[config.mk]
export PLATFORM = sky130hd
export DESIGN_NAME = iotu_regwrite
export DESIGN_NICKNAME = d
export VERILOG_FILES = /design/src/rtl/iotu_reg_pkg.sv /design/src/rtl/iotu_wr_decode.sv /design/src/rtl/iotu_split_reg.sv /design/src/rtl/iotu_qsize.sv /design/src/rtl/iotu_regwrite.sv
export SDC_FILE = /design/constraint.sdc
export NUM_CORES = 1
export LEC_CHECK = 0
export BUFFER_PORTS_ARGS = -buffer_cell sky130_fd_sc_hd__clkbuf_2
export CORE_AREA = 2 2 387 389
export CTS_CLUSTER_DIAMETER = 40
export DETAILED_ROUTE_END_ITERATION = 10
export DIE_AREA = 0 0 389 391
export GPL_TIMING_DRIVEN = 0
export HOLD_SLACK_MARGIN = 0.08
export PLACE_DENSITY = 0.36
export SYNTH_ARGS = -nofsm -noshare
export SYNTH_HDL_FRONTEND = slang
export SYNTH_SLANG_ARGS = --single-unit
[constraint.sdc]
create_clock -name clk -period 4.6 [get_ports clk]
set_input_delay 0.69 -clock clk [delete_from_list [all_inputs] [get_ports clk]]
set_output_delay 0.69 -clock clk [all_outputs]
set_load 0.005 [all_outputs]
[src/rtl/iotu_reg_pkg.sv]
package iotu_reg_pkg;

    localparam int DATA_W = 64;
    localparam int HALF_W = 32;
    localparam int OFF_W  = 16;
    localparam int LOG2_W = 5;

    // Register offsets within one 64 KB page
    localparam logic [OFF_W-1:0] OFF_CTRL0     = 16'h0000;
    localparam logic [OFF_W-1:0] OFF_CTRL1     = 16'h0004;
    localparam logic [OFF_W-1:0] OFF_CTRL2     = 16'h0008;
    localparam logic [OFF_W-1:0] OFF_IRQ_EN    = 16'h0010;
    localparam logic [OFF_W-1:0] OFF_GERR_ACK  = 16'h0014;
    localparam logic [OFF_W-1:0] OFF_GIRQ_DATA = 16'h0018;
    localparam logic [OFF_W-1:0] OFF_GIRQ_ATTR = 16'h001C;
    localparam logic [OFF_W-1:0] OFF_GIRQ_ADDR = 16'h0020;
    localparam logic [OFF_W-1:0] OFF_STB       = 16'h0028;
    localparam logic [OFF_W-1:0] OFF_STCFG     = 16'h0030;
    localparam logic [OFF_W-1:0] OFF_CQB       = 16'h0040;
    localparam logic [OFF_W-1:0] OFF_CQP       = 16'h0048;
    localparam logic [OFF_W-1:0] OFF_CQC       = 16'h004C;
    localparam logic [OFF_W-1:0] OFF_EQB       = 16'h0050;
    localparam logic [OFF_W-1:0] OFF_EQP       = 16'h0058;
    localparam logic [OFF_W-1:0] OFF_EQC       = 16'h005C;
    localparam logic [OFF_W-1:0] OFF_EIRQ_ADDR = 16'h0060;
    localparam logic [OFF_W-1:0] OFF_EIRQ_DATA = 16'h0068;
    localparam logic [OFF_W-1:0] OFF_EIRQ_ATTR = 16'h006C;

    // Stream table configuration fields
    localparam int FMT_LSB   = 16;
    localparam int FMT_W     = 2;
    localparam int SPLIT_LSB = 6;
    localparam int SPLIT_W   = 5;

    localparam int NUM_WIDE = 5;

    typedef enum logic [4:0] {
        REG_NONE, REG_CTRL0, REG_CTRL1, REG_CTRL2, REG_IRQ_EN, REG_GERR_ACK,
        REG_GIRQ_ADDR, REG_GIRQ_DATA, REG_GIRQ_ATTR, REG_STB, REG_STCFG,
        REG_CQB, REG_CQP, REG_CQC, REG_EQB, REG_EQP, REG_EQC,
        REG_EIRQ_ADDR, REG_EIRQ_DATA, REG_EIRQ_ATTR
    } reg_id_e;

    typedef enum logic [1:0] {
        PART_NONE, PART_LO, PART_HI, PART_ALL
    } part_e;

    typedef struct packed {
        logic    hit;
        reg_id_e id;
        part_e   part;
    } wr_cmd_t;

    // Index of each 64-bit register in the split-register bank
    function automatic reg_id_e wide_id(input int idx);
        case (idx)
            0:       return REG_GIRQ_ADDR;
            1:       return REG_STB;
            2:       return REG_CQB;
            3:       return REG_EQB;
            default: return REG_EIRQ_ADDR;
        endcase
    endfunction

    function automatic logic [LOG2_W-1:0] clamp_log2(input logic [LOG2_W-1:0] v,
                                                     input logic [LOG2_W-1:0] lim);
        return (v > lim) ? lim : v;
    endfunction

endpackage

[src/rtl/iotu_wr_decode.sv]
module iotu_wr_decode
    import iotu_reg_pkg::*;
#(
    parameter int ADDR_W = 17
) (
    input  logic              wr_valid,
    input  logic [ADDR_W-1:0] wr_addr,
    input  logic [3:0]        wr_size,
    output logic              size_ok,
    output wr_cmd_t           cmd
);

    logic [OFF_W-1:0] off;
    logic             in_window;
    logic             is4;
    logic             is8;
    reg_id_e          id32;
    part_e            part32;
    reg_id_e          id64;

    // Bit OFF_W is the page select and is dropped: both pages alias
    assign off       = wr_addr[OFF_W-1:0];
    assign in_window = ((wr_addr >> (OFF_W + 1)) == '0);
    assign is4       = (wr_size == 4'd4);
    assign is8       = (wr_size == 4'd8);
    assign size_ok   = is4 || is8;

    always_comb begin
        id32   = REG_NONE;
        part32 = PART_LO;
        case (off)
            OFF_CTRL0:           id32 = REG_CTRL0;
            OFF_CTRL1:           id32 = REG_CTRL1;
            OFF_CTRL2:           id32 = REG_CTRL2;
            OFF_IRQ_EN:          id32 = REG_IRQ_EN;
            OFF_GERR_ACK:        id32 = REG_GERR_ACK;
            OFF_GIRQ_DATA:       id32 = REG_GIRQ_DATA;
            OFF_GIRQ_ATTR:       id32 = REG_GIRQ_ATTR;
            OFF_GIRQ_ADDR:       id32 = REG_GIRQ_ADDR;
            OFF_GIRQ_ADDR + 4:   begin id32 = REG_GIRQ_ADDR; part32 = PART_HI; end
            OFF_STB:             id32 = REG_STB;
            OFF_STB + 4:         begin id32 = REG_STB; part32 = PART_HI; end
            OFF_STCFG:           id32 = REG_STCFG;
            OFF_CQB:             id32 = REG_CQB;
            OFF_CQB + 4:         begin id32 = REG_CQB; part32 = PART_HI; end
            OFF_CQP:             id32 = REG_CQP;
            OFF_CQC:             id32 = REG_CQC;
            OFF_EQB:             id32 = REG_EQB;
            OFF_EQB + 4:         begin id32 = REG_EQB; part32 = PART_HI; end
            OFF_EQP:             id32 = REG_EQP;
            OFF_EQC:             id32 = REG_EQC;
            OFF_EIRQ_ADDR:       id32 = REG_EIRQ_ADDR;
            OFF_EIRQ_ADDR + 4:   begin id32 = REG_EIRQ_ADDR; part32 = PART_HI; end
            OFF_EIRQ_DATA:       id32 = REG_EIRQ_DATA;
            OFF_EIRQ_ATTR:       id32 = REG_EIRQ_ATTR;
            default:             id32 = REG_NONE;
        endcase
    end

    always_comb begin
        case (off)
            OFF_GIRQ_ADDR: id64 = REG_GIRQ_ADDR;
            OFF_STB:       id64 = REG_STB;
            OFF_CQB:       id64 = REG_CQB;
            OFF_EQB:       id64 = REG_EQB;
            OFF_EIRQ_ADDR: id64 = REG_EIRQ_ADDR;
            default:       id64 = REG_NONE;
        endcase
    end

    always_comb begin
        cmd.hit  = 1'b0;
        cmd.id   = REG_NONE;
        cmd.part = PART_NONE;
        if (wr_valid && in_window) begin
            if (is4 && id32 != REG_NONE) begin
                cmd.hit  = 1'b1;
                cmd.id   = id32;
                cmd.part = part32;
            end else if (is8 && id64 != REG_NONE) begin
                cmd.hit  = 1'b1;
                cmd.id   = id64;
                cmd.part = PART_ALL;
            end
        end
    end

    // a decoded write never comes from an illegal size
    always_comb begin
        p_hit_legal_r2: assert (!cmd.hit || (size_ok && wr_valid));
    end

endmodule

[src/rtl/iotu_split_reg.sv]
module iotu_split_reg
    import iotu_reg_pkg::*;
#(
    parameter int W = DATA_W
) (
    input  logic         clk,
    input  logic         rst,
    input  logic         we,
    input  part_e        part,
    input  logic [W-1:0] d,
    output logic [W-1:0] q
);

    localparam int H = W / 2;

    always_ff @(posedge clk) begin
        if (rst) begin
            q <= '0;
        end else if (we) begin
            case (part)
                PART_LO:  q[H-1:0] <= d[H-1:0];
                PART_HI:  q[W-1:H] <= d[H-1:0];
                PART_ALL: q        <= d;
                default:  q        <= q;
            endcase
        end
    end

    p_hi_keeps_lo_r3: assert property (@(posedge clk) disable iff (rst)
        (we && part == PART_HI) |=> q[H-1:0] == $past(q[H-1:0]));

    p_lo_keeps_hi_r3: assert property (@(posedge clk) disable iff (rst)
        (we && part == PART_LO) |=> q[W-1:H] == $past(q[W-1:H]));

endmodule

[src/rtl/iotu_qsize.sv]
module iotu_qsize
    import iotu_reg_pkg::*;
#(
    parameter int MAX_LOG2 = 19
) (
    input  logic              clk,
    input  logic              rst,
    input  logic              we,
    input  logic [LOG2_W-1:0] d,
    output logic [LOG2_W-1:0] q
);

    localparam logic [LOG2_W-1:0] LIM = LOG2_W'(MAX_LOG2);

    always_ff @(posedge clk) begin
        if (rst) begin
            q <= '0;
        end else if (we) begin
            q <= clamp_log2(d, LIM);
        end
    end

    p_size_bound_r5: assert property (@(posedge clk) disable iff (rst)
        q <= LIM);

    p_size_hold_r5: assert property (@(posedge clk) disable iff (rst)
        !we |=> $stable(q));

endmodule

[src/rtl/iotu_regwrite.sv]
module iotu_regwrite
    import iotu_reg_pkg::*;
#(
    parameter int          ADDR_W      = 17,
    parameter int          CQ_MAX_LOG2 = 19,
    parameter int          EQ_MAX_LOG2 = 17,
    parameter logic [31:0] CTRL0_RSVD  = 32'hFFFF_FFE0
) (
    input  logic              clk,
    input  logic              rst,
    input  logic              wr_valid,
    input  logic [ADDR_W-1:0] wr_addr,
    input  logic [3:0]        wr_size,
    input  logic [63:0]       wr_data,
    input  logic [31:0]       err_status,
    output logic              resp_valid,
    output logic              resp_err,
    output logic              consume_req,
    output logic [31:0]       ctrl0,
    output logic [31:0]       ctrl0_ack,
    output logic [31:0]       ctrl1,
    output logic [31:0]       ctrl2,
    output logic [31:0]       irq_enable,
    output logic [31:0]       gerr_ack,
    output logic [31:0]       gerr_toggled,
    output logic [31:0]       gerr_pending,
    output logic [63:0]       gerr_irq_addr,
    output logic [31:0]       gerr_irq_data,
    output logic [31:0]       gerr_irq_attr,
    output logic [63:0]       strtab_base,
    output logic [31:0]       strtab_cfg,
    output logic [4:0]        sid_split,
    output logic              two_level_en,
    output logic [63:0]       cq_base,
    output logic [4:0]        cq_log2,
    output logic [31:0]       cq_prod,
    output logic [31:0]       cq_cons,
    output logic [63:0]       eq_base,
    output logic [4:0]        eq_log2,
    output logic [31:0]       eq_prod,
    output logic [31:0]       eq_cons,
    output logic [63:0]       eq_irq_addr,
    output logic [31:0]       eq_irq_data,
    output logic [31:0]       eq_irq_attr
);

    wr_cmd_t            cmd;
    logic               size_ok;
    logic [HALF_W-1:0]  d32;
    logic [DATA_W-1:0]  wide_q [NUM_WIDE];
    logic               cq_lo_we;
    logic               eq_lo_we;

    assign d32 = wr_data[HALF_W-1:0];

    iotu_wr_decode #(.ADDR_W(ADDR_W)) u_dec (
        .wr_valid (wr_valid),
        .wr_addr  (wr_addr),
        .wr_size  (wr_size),
        .size_ok  (size_ok),
        .cmd      (cmd)
    );

    // Bank of 64-bit registers writable as halves or whole
    for (genvar g = 0; g < NUM_WIDE; g++) begin : g_wide
        iotu_split_reg #(.W(DATA_W)) u_reg (
            .clk  (clk),
            .rst  (rst),
            .we   (cmd.hit && cmd.id == wide_id(g)),
            .part (cmd.part),
            .d    (wr_data),
            .q    (wide_q[g])
        );
    end

    assign gerr_irq_addr = wide_q[0];
    assign strtab_base   = wide_q[1];
    assign cq_base       = wide_q[2];
    assign eq_base       = wide_q[3];
    assign eq_irq_addr   = wide_q[4];

    // Queue sizes follow writes that cover the low half of the base
    assign cq_lo_we = cmd.hit && cmd.id == REG_CQB && (cmd.part == PART_LO || cmd.part == PART_ALL);
    assign eq_lo_we = cmd.hit && cmd.id == REG_EQB && (cmd.part == PART_LO || cmd.part == PART_ALL);

    iotu_qsize #(.MAX_LOG2(CQ_MAX_LOG2)) u_cq_size (
        .clk (clk), .rst (rst), .we (cq_lo_we),
        .d   (wr_data[LOG2_W-1:0]), .q (cq_log2)
    );

    iotu_qsize #(.MAX_LOG2(EQ_MAX_LOG2)) u_eq_size (
        .clk (clk), .rst (rst), .we (eq_lo_we),
        .d   (wr_data[LOG2_W-1:0]), .q (eq_log2)
    );

    assign gerr_pending = err_status ^ gerr_ack;

    always_ff @(posedge clk) begin
        if (rst) begin
            resp_valid    <= 1'b0;
            resp_err      <= 1'b0;
            consume_req   <= 1'b0;
            ctrl0         <= '0;
            ctrl0_ack     <= '0;
            ctrl1         <= '0;
            ctrl2         <= '0;
            irq_enable    <= '0;
            gerr_ack      <= '0;
            gerr_toggled  <= '0;
            gerr_irq_data <= '0;
            gerr_irq_attr <= '0;
            strtab_cfg    <= '0;
            sid_split     <= '0;
            two_level_en  <= 1'b0;
            cq_prod       <= '0;
            cq_cons       <= '0;
            eq_prod       <= '0;
            eq_cons       <= '0;
            eq_irq_data   <= '0;
            eq_irq_attr   <= '0;
        end else begin
            resp_valid  <= wr_valid;
            resp_err    <= wr_valid && !size_ok;
            consume_req <= 1'b0;
            if (cmd.hit) begin
                case (cmd.id)
                    REG_CTRL0: begin
                        ctrl0       <= d32;
                        ctrl0_ack   <= d32 & ~CTRL0_RSVD;
                        consume_req <= 1'b1;
                    end
                    REG_CTRL1:     ctrl1         <= d32;
                    REG_CTRL2:     ctrl2         <= d32;
                    REG_IRQ_EN:    irq_enable    <= d32;
                    REG_GERR_ACK: begin
                        gerr_toggled <= gerr_ack ^ d32;
                        gerr_ack     <= d32;
                        consume_req  <= 1'b1;
                    end
                    REG_GIRQ_DATA: gerr_irq_data <= d32;
                    REG_GIRQ_ATTR: gerr_irq_attr <= d32;
                    REG_STCFG: begin
                        strtab_cfg <= d32;
                        if (d32[FMT_LSB +: FMT_W] == FMT_W'(1)) begin
                            sid_split    <= d32[SPLIT_LSB +: SPLIT_W];
                            two_level_en <= 1'b1;
                        end
                    end
                    REG_CQP: begin
                        cq_prod     <= d32;
                        consume_req <= 1'b1;
                    end
                    REG_CQC:       cq_cons       <= d32;
                    REG_EQP:       eq_prod       <= d32;
                    REG_EQC:       eq_cons       <= d32;
                    REG_EIRQ_DATA: eq_irq_data   <= d32;
                    REG_EIRQ_ATTR: eq_irq_attr   <= d32;
                    default: ;
                endcase
            end
        end
    end

    p_bad_size_r2: assert property (@(posedge clk) disable iff (rst)
        (wr_valid && !(wr_size == 4'd4 || wr_size == 4'd8))
        |=> resp_err && !consume_req && $stable(ctrl0) && $stable(ctrl1) && $stable(cq_prod));

    p_ack_follows_r6: assert property (@(posedge clk) disable iff (rst)
        (cmd.hit && cmd.id == REG_CTRL0) |=> ctrl0_ack == (ctrl0 & ~CTRL0_RSVD));

    p_consume_source_r7: assert property (@(posedge clk) disable iff (rst)
        consume_req |-> ($past(wr_valid) && !resp_err));

    p_two_level_sticky_r8: assert property (@(posedge clk) disable iff (rst)
        $past(two_level_en) |-> two_level_en);

    p_resp_timing_r9: assert property (@(posedge clk) disable iff (rst)
        wr_valid |=> resp_valid);

    p_no_spurious_resp_r9: assert property (@(posedge clk) disable iff (rst)
        !wr_valid |=> !resp_valid);

    p_toggle_mask_r10: assert property (@(posedge clk) disable iff (rst)
        (cmd.hit && cmd.id == REG_GERR_ACK) |=> gerr_toggled == ($past(gerr_ack) ^ gerr_ack));

endmodule

==> results of run 1 <==
metal layers:
layer  vias to the layer above  global-route usage  share of wire
met5                         -                   0              0
met4                         0              0.0728          0.029
met3                       234              0.0842          0.082
met2                       941               0.397           0.49
met1                     13938               0.262           0.40
li1                      13181                   -              -
power by group through the flow:
| stage | clock, uW | combinational (uW) | sequential, uW |
|---|---|---|---|
| finish | 13000 | 730 | 7110 |
| global route | 13600 | 778 | 7100 |
| CTS | 13300 | 755 | 7110 |
| detailed placement | 0 | 754 | 7250 |
| global placement | 0 | 755 | 7250 |
| floorplan | 0 | 323 | 7250 |
critical path, stage by stage:
cell,delay [ps]
clkbuf_2,120
nor4b_2,530
nand4_1,240
nor2_1,220
nand2_1,370
buf_2,390
mux2i_1,1040
or2_2,290
mux2i_1,70
metrics by stage:
| step | util | std cells | hold slack (ps) |
|---|---|---|---|
| 5_1_grt | 0.301 | 6438 | 148 |
| 2_1_floorplan | - | 3242 | 442 |
| 3_3_place_gp | 0.261 | 6124 | 434 |
| 6_report | 0.302 | 6444 | 186 |
| 3_5_place_dp | 0.261 | 6124 | 442 |
| 4_1_cts | 0.301 | 6433 | 106 |
kinds of logic after synthesis:
family,count (synthesis),synth area share
compound gates,384,0.0871
buf+inv,344,0.0549
flops,819,0.521
other cells,1,0.000119
xor+xnor,66,0.0184
simple gates,1049,0.143
mux,553,0.176
final cells by class:
class,count,area [um2],area share
Buffer,337,1710,0.0381
Antenna cell,11,27.5,0.000615
Timing Repair Buffer,938,4690,0.105
Multi-Input combinational cell,2079,13400,0.300
Clock buffer,208,4550,0.102
Inverter,7,26.3,0.000587
Sequential cell,819,16400,0.366
Clock inverter,101,1510,0.0336
Tap cell,1944,2430,0.0543
layout by cell type (no fill, tap or decap), types with 8 or more instances in the layout:
master      count
nand2_1       695
clkinv_4       13
nor4_1         35
buf_2          71
a211oi_2       30
dfxtp_1       819
clkinv_2       24
nor2_1        171
nand4_1         9
conb_1         27
or2_2          33
o211ai_1       34
a31o_1         15
o21ai_0        77
buf_1          10
clkbuf_2      941
buf_4          52
clkinv_16       8
clkbuf_16     168
xnor2_1        34
clkbuf_1      202
inv_6           8
clkinvlp_4     19
a31o_2         17
clkbuf_8       20
xor2_1         32
nand3_1        46
mux2i_1       552
buf_6          16
a211oi_1       69
a21oi_1       103
bufinv_16      25
diode_2        11
worst max path at each step:
stage | from | endpoint | slack [ps] | cells after the start
2_1_floorplan | wr_addr[4] | gerr_irq_attr[10]$_SDFFE_PP0P_ | 1790 | 11
3_3_place_gp | rst | ctrl0[23]$_SDFFE_PP0P_ | 290 | 7
3_5_place_dp | wr_size[2] | g_wide[1].u_reg.q[60]$_SDFFE_PP0P_ | 340 | 9
4_1_cts | wr_size[2] | g_wide[1].u_reg.q[60]$_SDFFE_PP0P_ | 1190 | 9
5_1_grt | rst | g_wide[1].u_reg.q[27]$_SDFFE_PP0P_ | 1070 | 7
6_report | wr_size[2] | g_wide[1].u_reg.q[55]$_SDFFE_PP0P_ | 1280 | 9
==> qor.yml, run 1 <==
critical_path:
  crit_required_ps: 5240
  critPathKind: "in2reg"
  r2r_start: "gerr_ack[21]$_SDFFE_PP0P_"
  cp.arrival_ps: 3970
  r2r_end: "gerr_toggled[21]$_SDFFE_PP0P_"
  cp-start-kind: "input pin"
  end_kind: "flip-flop"
  r2r_cells: 3
  critPathMaxFanout: 10
  reg2reg_slack_ps: 3170
sta:
  fin_crit_sh: 0.722
  setup_viol_count_final: 0
  final.setup.tns_ps: 0
  rsz0062_at_grt: "false"
  slew_headroom: -0.00397
  fmax_mhz: 301
  period_minus_slack_ps: 3320
  finClkSkew_ps: 19.3
  setup_slack_ps: 1280
  drv_slew: 10
  tightestPinTransition_ps: 1510
  finalHoldViolations: 0
logic_synthesis:
  ys_warn_count: 0
  yosysUniqueCellTypes: 78
  synth-async-reset-ratio: 0
  synth_commonest_cells: "dfxtp_1 (819), nand2_1 (695), mux2i_1 (552)"
  ys_ff_latch: 819
  ys.flop_type: "dfxtp_1"
  synth_area_leaders: "dfxtp_1 (52%), mux2i_1 (18%), nand2_1 (8.3%)"
  synth_top_area_frac: 0.521
  avgSynthCellArea_um2: 9.79
  synthCells: 3216
  synth_top_area_cell: "dfxtp_1"
  yosysMostFrequentCell: "dfxtp_1"
  synth-edff-count: 0
  synth-seq-area-share: 0.521
  syn_area_mm2: 0.0315
clock_tree:
  cts_root_buffer: "clkbuf_16"
  clk_pin_slew_ps: 50
  clockBufferDepth: 3
  cts_sinks: 819
  post_cts_resized: 0
  post_cts_buffers: 0
  cts_buffers: 166
  hold_buffers: 0
  h-tree-depth: 4
  cts_tree: "yes"
  clock_latency_ps: 800
global_routing:
  antenna_found_initial: 14
  first_global_vias: 28071
  grt_overflow_total: 0
  grt_pass1_wl_um: 242000
  groute.usage.overall: 0.230
  grt_max_degree: 17
cells_and_area:
  fill_cells: 15981
  drive_above_1_share: 0.331
  final_area_mm2: 0.0448
  largest_reg_flops: 320
  regMostFlops: "g_wide.u_reg.q"
  syn_to_final_growth_pct: 42.3
  layout.nets: 4468
power_and_ir_drop:
  powerDensity_mw_per_mm2: 465
  p_sw_frac: 0.244
  intPower_uw: 15800
  p_total_uw: 20800
  combPwrFrac: 0.035
  p_leak_uw: 0.0209
  clockPowerShare: 0.624
  peakVddDrop_mv: 0.261
  power_switching_uw: 5080
  p_seq_frac: 0.341
outcome:
  failed_checks: "max-capacitance violations, max-slew violations"
  status: "finished with violations"
detailed_routing:
  final_antenna_net_count: 0
  post_drt_wl_per_cell_um: 28.0
  viasPerCell: 4.39
  drt_iter0_markers: 1424
  route.detailed.drc: 0
  vias: 28294
  firstDrtPassIters: 5
  routed_wl_um: 180000
floorplanning:
  die_area_mm2: 0.152
  die_h_um: 391
  dieWidth_um: 389
  core_mm2: 0.149
  std_cell_rows: 142
  io_pins: 1003
  initial_utilization: 0.212
place:
  hpwl_um: 139000
  dpl-instance-area_mm2: 0.0387
  gp_congestion: 0.827
  place_ws_ps: 343
  io_buffers: 938
worst_hold_path:
  worstHoldEndpoint: "resp_err$_SDFF_PP0_"
  holdCritPathClass: "in2reg"
  min_from: "wr_size[0]"
  min_path_cells: 2
flow_run:
  drv_cap: 1
(Power assumes the default switching activity.)
==> run 2: changes to the inputs <==
--- a/config.mk
+++ b/config.mk
@@ -6,13 +6,13 @@
 export NUM_CORES = 1
 export LEC_CHECK = 0
 export BUFFER_PORTS_ARGS = -buffer_cell sky130_fd_sc_hd__clkbuf_2
-export CORE_AREA = 2 2 387 389
+export CORE_AREA = 2 2 388 390
 export CTS_CLUSTER_DIAMETER = 40
 export DETAILED_ROUTE_END_ITERATION = 10
-export DIE_AREA = 0 0 389 391
+export DIE_AREA = 0 0 390 392
 export GPL_TIMING_DRIVEN = 0
 export HOLD_SLACK_MARGIN = 0.08
-export PLACE_DENSITY = 0.36
+export PLACE_DENSITY = 0.37
 export SYNTH_ARGS = -nofsm -noshare
 export SYNTH_HDL_FRONTEND = slang
 export SYNTH_SLANG_ARGS = --single-unit
==> constraint.sdc (replaced) <==
create_clock -name clk -period 2.85 [get_ports clk]
set_input_delay 0.4275 -clock clk [delete_from_list [all_inputs] [get_ports clk]]
set_output_delay 0.4275 -clock clk [all_outputs]
set_load 0.005 [all_outputs]
==> qor.yml, run 2 (synthesis gave the netlist of run 1 again) <==
place:
  place_inst: 6125  # +0.016%
  hpwl_um: 140000  # +0.40%
  place_ws_ps: -1180  # -1530 ps
  gp_congestion: 0.831  # +0.45%
  io_buffers: 938  # unchanged
flow_run:
  drv_cap: 1  # unchanged
cells_and_area:
  drive_above_1_share: 0.337  # +0.00616
  layout.nets: 4474  # +0.13%
  regMostFlops: "g_wide.u_reg.q"
  final_cells: 6441  # -0.047%
  syn_to_final_growth_pct: 42.1
  layout_common_cells: "clkbuf_2 (951), dfxtp_1 (819), nand2_1 (692), mux2i_1 (544), clkbuf_1 (183)"
  largest_reg_flops: 320  # unchanged
  final_util: 0.300  # -0.00126
  final_common_cell: "clkbuf_2"
  fill_cells: 15922  # -0.37%
global_routing:
  grt_max_degree: 17  # unchanged
  first_global_vias: 27661  # -1.5%
  groute.usage.overall: 0.226  # -0.00406
  grt_overflow_total: 0  # unchanged
  grt_pass1_wl_um: 238000  # -1.7%
  antenna_found_initial: 12  # -2
sta:
  period_minus_slack_ps: 2760
  finalHoldViolations: 0  # unchanged
  rsz0062_at_grt: "true"
  fmax_mhz: 362
  holdWs_ps: 116  # -69.6 ps
  tightestPinTransition_ps: 1520  # +18.2 ps
  finClkSkew_ps: 41.6  # +22.3 ps
  setup_slack_ps: 87.6  # -1190 ps
  slew_headroom: -0.0161  # -0.0121
  fin_crit_sh: 0.969
  drv_slew: 9  # -1
  setup_viol_count_final: 0  # unchanged
critical_path:
  critPathKind: "in2reg"
  r2r_end: "gerr_toggled[22]$_SDFFE_PP0P_"
  end_kind: "flip-flop"
  path_depth: 10  # +1
  cp_num_buf_inv: 3  # +1
  crit_slowest_cell: "or3b_1"
  crit_chain: "clkbuf_2 > buf_4 > buf_2 > nor4b_1 > a221oi_2 > o22ai_2 > nor4_1 > o211ai_2 > or3b_1 > mux2i_1"
  cp.arrival_ps: 3380  # -590 ps
  cp_top_family: "simple AND/OR/NAND/NOR gates"
  critPathMaxFanout: 10  # unchanged
  cp-start-kind: "input pin"
  critPathLaunch: "wr_addr[6]"
  slowest_delay_ps: 800  # -240 ps
  r2r_start: "gerr_ack[22]$_SDFFE_PP0P_"
  r2r_cells: 3  # unchanged
  reg2reg_slack_ps: 1400  # -1770 ps
  crit_end: "sid_split[4]$_SDFFE_PP0P_"
  crit_required_ps: 3470  # -1770 ps
clock_tree:
  clockBufferDepth: 3  # unchanged
  h-tree-depth: 4  # unchanged
  clock_latency_ps: 790  # about the same
  cts_tree: "yes"
  cts_buffers: 161  # -3.0%
  cts_root_buffer: "clkbuf_16"
  cts_sinks: 819  # unchanged
  clk_pin_slew_ps: 50  # about the same
detailed_routing:
  post_drt_wl_per_cell_um: 27.8  # -0.72%
  routed_wl_um: 179000  # -0.76%
  firstDrtPassIters: 5  # unchanged
  vias: 28225  # -0.24%
  route.detailed.drc: 0  # unchanged
  final_antenna_net_count: 0  # unchanged
  drt_iter0_markers: 1437  # +0.91%
  viasPerCell: 4.38  # -0.20%
worst_hold_path:
  min_path_cells: 3  # +1
  holdCritPathClass: "in2reg"
power_and_ir_drop:
  peakVddDrop_mv: 0.472  # +80%
  powerDensity_mw_per_mm2: 727  # +56%
  p_leak_uw: 0.0209  # -0.40%
floorplanning:
  die_h_um: 392  # +0.26%
  io_pins: 1003  # unchanged
  std_cell_rows: 142  # unchanged
  dieWidth_um: 390  # +0.26%
  initial_utilization: 0.211  # -0.000506
  die_area_mm2: 0.153  # +0.51%
  core_mm2: 0.149  # +0.24%
outcome:
  status: "finished with violations"
  failed_checks: "max-capacitance violations, max-slew violations"
==> run 2: changes by cell type in the layout (fill, tap and decap cells not counted), moves of 3 or more <==
cell and delta:
clkbuf_8 +9, clkbuf_1 -19, mux2i_1 -8, bufinv_16 -10, clkbuf_16 -6, dlygate4sd3_1 +7, nand2_2 +3, diode_2 -4
nand2_1 -3, clkbuf_2 +10, mux2i_2 +6, inv_6 +3
==> run 2: power by group <==
group | switching (uW) | internal [uW] | leakage, uW | total, uW
combinational | 933 | 252 | 0.0115 | 1180
sequential | 0.381 | 11500 | 0.00659 | 11500
clock | 7150 | 12700 | 0.00276 | 19800
==> run 2: worst min path at each step <==
| stage | startpoint | endpoint | slack [ps] |
|---|---|---|---|
| floorplan | two_level_en$_SDFFE_PP0P_ | two_level_en$_SDFFE_PP0P_ | 440 |
| global placement | eq_cons[30]$_SDFFE_PP0P_ | eq_cons[30]$_SDFFE_PP0P_ | 440 |
| detailed placement | two_level_en$_SDFFE_PP0P_ | two_level_en$_SDFFE_PP0P_ | 440 |
| CTS | wr_data[38] | g_wide[4].u_reg.q[38]$_SDFFE_PP0P_ | 90 |
| global route | wr_data[55] | g_wide[4].u_reg.q[55]$_SDFFE_PP0P_ | 90 |
| finish | wr_data[55] | g_wide[4].u_reg.q[55]$_SDFFE_PP0P_ | 120 |
==> run 2: layout make-up <==
type | instances | area (um2) | area share
antenna | 7 | 17.5 | 0.000392
buffer | 336 | 1730 | 0.0387
clock buffer | 203 | 4500 | 0.101
clock inverter | 96 | 1230 | 0.0276
inverter | 7 | 26.3 | 0.000588
multi-input combinational | 2079 | 13500 | 0.303
sequential | 819 | 16400 | 0.367
tap | 1944 | 2430 | 0.0544
timing repair buffer | 950 | 4830 | 0.108
==> run 2: what timing repair did <==
item,in CTS,in global routing
hold buffers,7,0
buffers inserted,0,3
resized for setup,11,30
pin swaps,0,3
hold endpoints to repair,9,0
setup endpoints to repair,202,323
gates cloned,0,0
==> run 2: through the flow <==
step | TNS [ps] | cell area, um2 | total power (uW)
3_3_place_gp | -587390 | 38700 | 12900
5_1_grt | -3170 | 44700 | 33400
3_5_place_dp | -598970 | 38700 | 12900
6_report | 0 | 44700 | 32500
2_1_floorplan | 0 | 31600 | 12200
4_1_cts | -2680 | 44500 | 32900
==> run 2: worst min-delay path, cell delays in order <==
cell      delay (ps)
clkbuf_2         100
mux2i_4          130
a211oi_2         190
==> run 2: routing by layer <==
metal / vias up / wire (um) / GRT usage / share of wire
li1: 13202 / - / - / -
met3: 237 / 14000 / 0.0760 / 0.078
met1: 13800 / 70500 / 0.255 / 0.39
met2: 986 / 89800 / 0.399 / 0.50
met5: - / 0 / 0 / 0
met4: 0 / 4520 / 0.0684 / 0.025
==> run 3: changes to the inputs <==
--- a/config.mk
+++ b/config.mk
@@ -5,14 +5,16 @@
 export SDC_FILE = /design/constraint.sdc
 export NUM_CORES = 1
 export LEC_CHECK = 0
+export ABC_AREA = 1
+export ABC_CLOCK_PERIOD_IN_PS = 2850
 export BUFFER_PORTS_ARGS = -buffer_cell sky130_fd_sc_hd__clkbuf_2
-export CORE_AREA = 2 2 388 390
+export CORE_AREA = 2 2 391 393
 export CTS_CLUSTER_DIAMETER = 40
 export DETAILED_ROUTE_END_ITERATION = 10
-export DIE_AREA = 0 0 390 392
+export DIE_AREA = 0 0 393 395
 export GPL_TIMING_DRIVEN = 0
 export HOLD_SLACK_MARGIN = 0.08
-export PLACE_DENSITY = 0.37
+export PLACE_DENSITY = 0.39
 export SYNTH_ARGS = -nofsm -noshare
 export SYNTH_HDL_FRONTEND = slang
 export SYNTH_SLANG_ARGS = --single-unit
==> qor.yml, run 3 <==
outcome:
  status: "finished, final reports clean"
clock_tree:
  clockBufferDepth: 3  # unchanged
  h-tree-depth: 4  # unchanged
  cts_buffers: 168  # +4.3%
  clk_pin_slew_ps: 50  # about the same
  cts_root_buffer: "clkbuf_16"
  cts_sinks: 819  # unchanged
  cts_tree: "yes"
  clock_latency_ps: 770  # -20 ps
detailed_routing:
  drt_iter0_markers: 2772  # +93%
  final_antenna_net_count: 0  # unchanged
  route.detailed.drc: 0  # unchanged
  viasPerCell: 4.51  # +3.0%
  routed_wl_um: 215000  # +20%
  vias: 37694  # +34%
  post_drt_wl_per_cell_um: 25.7  # -7.4%
  firstDrtPassIters: 6  # +1
floorplanning:
  die_area_mm2: 0.155  # +1.5%
  io_pins: 1003  # unchanged
  std_cell_rows: 143  # +0.70%
  dieWidth_um: 393  # +0.77%
  initial_utilization: 0.229  # +0.0179
  die_h_um: 395  # +0.77%
  core_mm2: 0.151  # +1.5%
worst_hold_path:
  min_from: "wr_data[56]"
  holdCritPathClass: "in2reg"
  worstHoldEndpoint: "g_wide[4].u_reg.q[56]$_SDFFE_PP0P_"
  min_path_cells: 5  # +2
cells_and_area:
  final_common_cell: "clkbuf_2"
  fill_cells: 16832  # +5.7%
  final_cells: 8349  # +30%
  regMostFlops: "g_wide.u_reg.q"
  layout.nets: 6280  # +40%
  syn_to_final_growth_pct: 41.9  # about the same
  layout_common_cells: "clkbuf_2 (1002), nand2_1 (963), nor2_1 (951), dfxtp_1 (819), inv_1 (541)"
  largest_reg_flops: 320  # unchanged
  drive_above_1_share: 0.257  # -0.0802
logic_synthesis:
  synth_area_leaders: "dfxtp_1 (47%), nand2_1 (11%), nor2_1 (10%)"
  synthCells: 4993  # +55%
  yosysUniqueCellTypes: 35  # -55%
  avgSynthCellArea_um2: 6.94  # -29%
  ys.flop_type: "dfxtp_1"
  synth_top_area_frac: 0.473  # -0.0480
  synth-seq-area-share: 0.473  # -0.0480
  ys_ff_latch: 819  # unchanged
  synth_top_area_cell: "dfxtp_1"
  synth_commonest_cells: "nand2_1 (976), nor2_1 (958), dfxtp_1 (819)"
  syn_area_mm2: 0.0347  # +10%
  synth-edff-count: 0  # unchanged
  ys_warn_count: 0  # unchanged
  yosysMostFrequentCell: "nand2_1"
  synth-async-reset-ratio: 0  # unchanged
sta:
  slew_headroom: 0.0495  # +0.0656
  holdWs_ps: 127  # +11.2 ps
  final.setup.tns_ps: 0  # unchanged
  fin_crit_sh: 0.964  # -0.00522
  period_minus_slack_ps: 2750  # -14.9 ps
  finalHoldViolations: 0  # unchanged
  drv_slew: 0  # -9
  finClkSkew_ps: 30.8  # -10.8 ps
  fmax_mhz: 364  # +0.54%
  setup_viol_count_final: 0  # unchanged
  tightestPinTransition_ps: 1430  # -98.5 ps
place:
  gp_congestion: 0.900  # +8.3%
  hpwl_um: 167000  # +19%
  place_inst: 7992  # +30%
  io_buffers: 943  # +0.53%
power_and_ir_drop:
  peakVddDrop_mv: 0.440  # -6.7%
  p_total_uw: 34700  # +6.8%
  p_leak_uw: 0.0227  # +8.6%
  powerDensity_mw_per_mm2: 705  # -2.9%
critical_path:
  slowest_delay_ps: 460  # -340 ps
  r2r_cells: 3  # unchanged
  cp.arrival_ps: 3440  # +60 ps
  crit_required_ps: 3540  # +70 ps
  reg2reg_slack_ps: 1750  # +350 ps
  crit_chain: "clkbuf_2 > inv_2 > o21ai_2 > nand3b_1 > o21ai_2 > nor2_2 > nand2_4 > nand2_2 > buf_2 > nand3_1 > buf_2 > clkbuf_1 > o21ai_0 > nand4_1 > a21oi_1"
  r2r_end: "gerr_toggled[13]$_SDFFE_PP0P_"
  critPathMaxFanout: 10  # unchanged
  r2r_start: "gerr_ack[13]$_SDFFE_PP0P_"
  critPathKind: "in2reg"
  cp-start-kind: "input pin"
  crit_slowest_cell: "o21ai_0"
  end_kind: "flip-flop"
global_routing:
  groute.usage.overall: 0.267  # +0.0412
  first_global_vias: 35481  # +28%
  grt_pass1_wl_um: 288000  # +21%
  grt_overflow_total: 0  # unchanged
  grt_max_degree: 17  # unchanged
  antenna_found_initial: 37  # +25
flow_run:
  drv_cap: 0  # -1
run 3: changes by cell type after synthesis, sizes merged, moves of 35 or more:
| cell | change |
|---|---|
| a21oi | +175 |
| nand4 | +234 |
| nor2 | +804 |
| buf | +74 |
| a211oi | -99 |
| nor4 | -35 |
| nand3 | +150 |
| inv | +558 |
| nand2 | +285 |
| mux2i | -552 |
| o21ai | +318 |
run 3: cell type report:
cell class	count	area (um2)	area share
diodes	14	35.0	0.000712
clock buffers	219	4720	0.0959
plain buffers	431	2190	0.0444
inverters	570	2160	0.0438
clock inverters	96	1530	0.0311
well taps	2030	2540	0.0516
multi-input cells	3199	14600	0.297
repair buffers	971	5030	0.102
flip-flops and latches	819	16400	0.333
run 3: worst max path at each step:
stage,start,end,cells past startpoint
final,wr_addr[3],g_wide[3].u_reg.q[37]$_SDFFE_PP0P_,15
after global routing,wr_addr[3],irq_enable[23]$_SDFFE_PP0P_,17
after floorplan,wr_addr[15],g_wide[1].u_reg.q[0]$_SDFFE_PP0P_,18
after CTS,wr_addr[3],ctrl1[27]$_SDFFE_PP0P_,18
after global placement,wr_addr[1],eq_irq_data[21]$_SDFFE_PP0P_,17
after detailed placement,wr_addr[1],eq_irq_data[21]$_SDFFE_PP0P_,17
run 3: timing repair:
action | in CTS | in global routing
endpoints found under the setup margin | 781 | 794
resized for setup | 91 | 163
hold buffers | 1 | 0
pin swaps | 10 | 7
hold endpoints to repair | 1 | 0
setup buffers | 22 | 5
run 3: stage by stage:
| stage | setup slack [ps] | utilization | area [um2] |
|---|---|---|---|
| floorplan | 169 | - | 34800 |
| detailed placement | -2190 | 0.278 | 42000 |
| finish | 102 | 0.325 | 49200 |
| CTS | -23.0 | 0.323 | 48800 |
| global placement | -2240 | 0.278 | 42000 |
| global route | -15.3 | 0.325 | 49200 |
run 3: kinds of logic (layout without fill, tap and decap cells):
group | after synthesis | in the layout | share of synthesized area
and+or+nand+nor | 2417 | 2417 | 0.291
buffers and inverters | 1001 | 2287 | 0.118
xor gates and xnor gates | 64 | 64 | 0.0162
AOI/OAI and AO/OA | 691 | 691 | 0.101
DFF | 819 | 819 | 0.473
other | 1 | 41 | 0.000108
run 3: critical path, delay by kind of cell:
family,cells,cell delay (ps)
buf+inv,5,960
simple gates,6,1020
compound gates,4,1010
run 3: metal layers:
layer	global-route usage	share of wire
met1	0.321	0.41
met2	0.449	0.47
met3	0.0754	0.078
met4	0.101	0.040
met5	0	0.00060
run 3: report_power, final:
group	internal, uW	leakage, uW	switching, uW
clock network	14700	0.00302	7120
logic	278	0.0130	1130
registers	11500	0.00659	0.897
total	26400	0.0227	8260
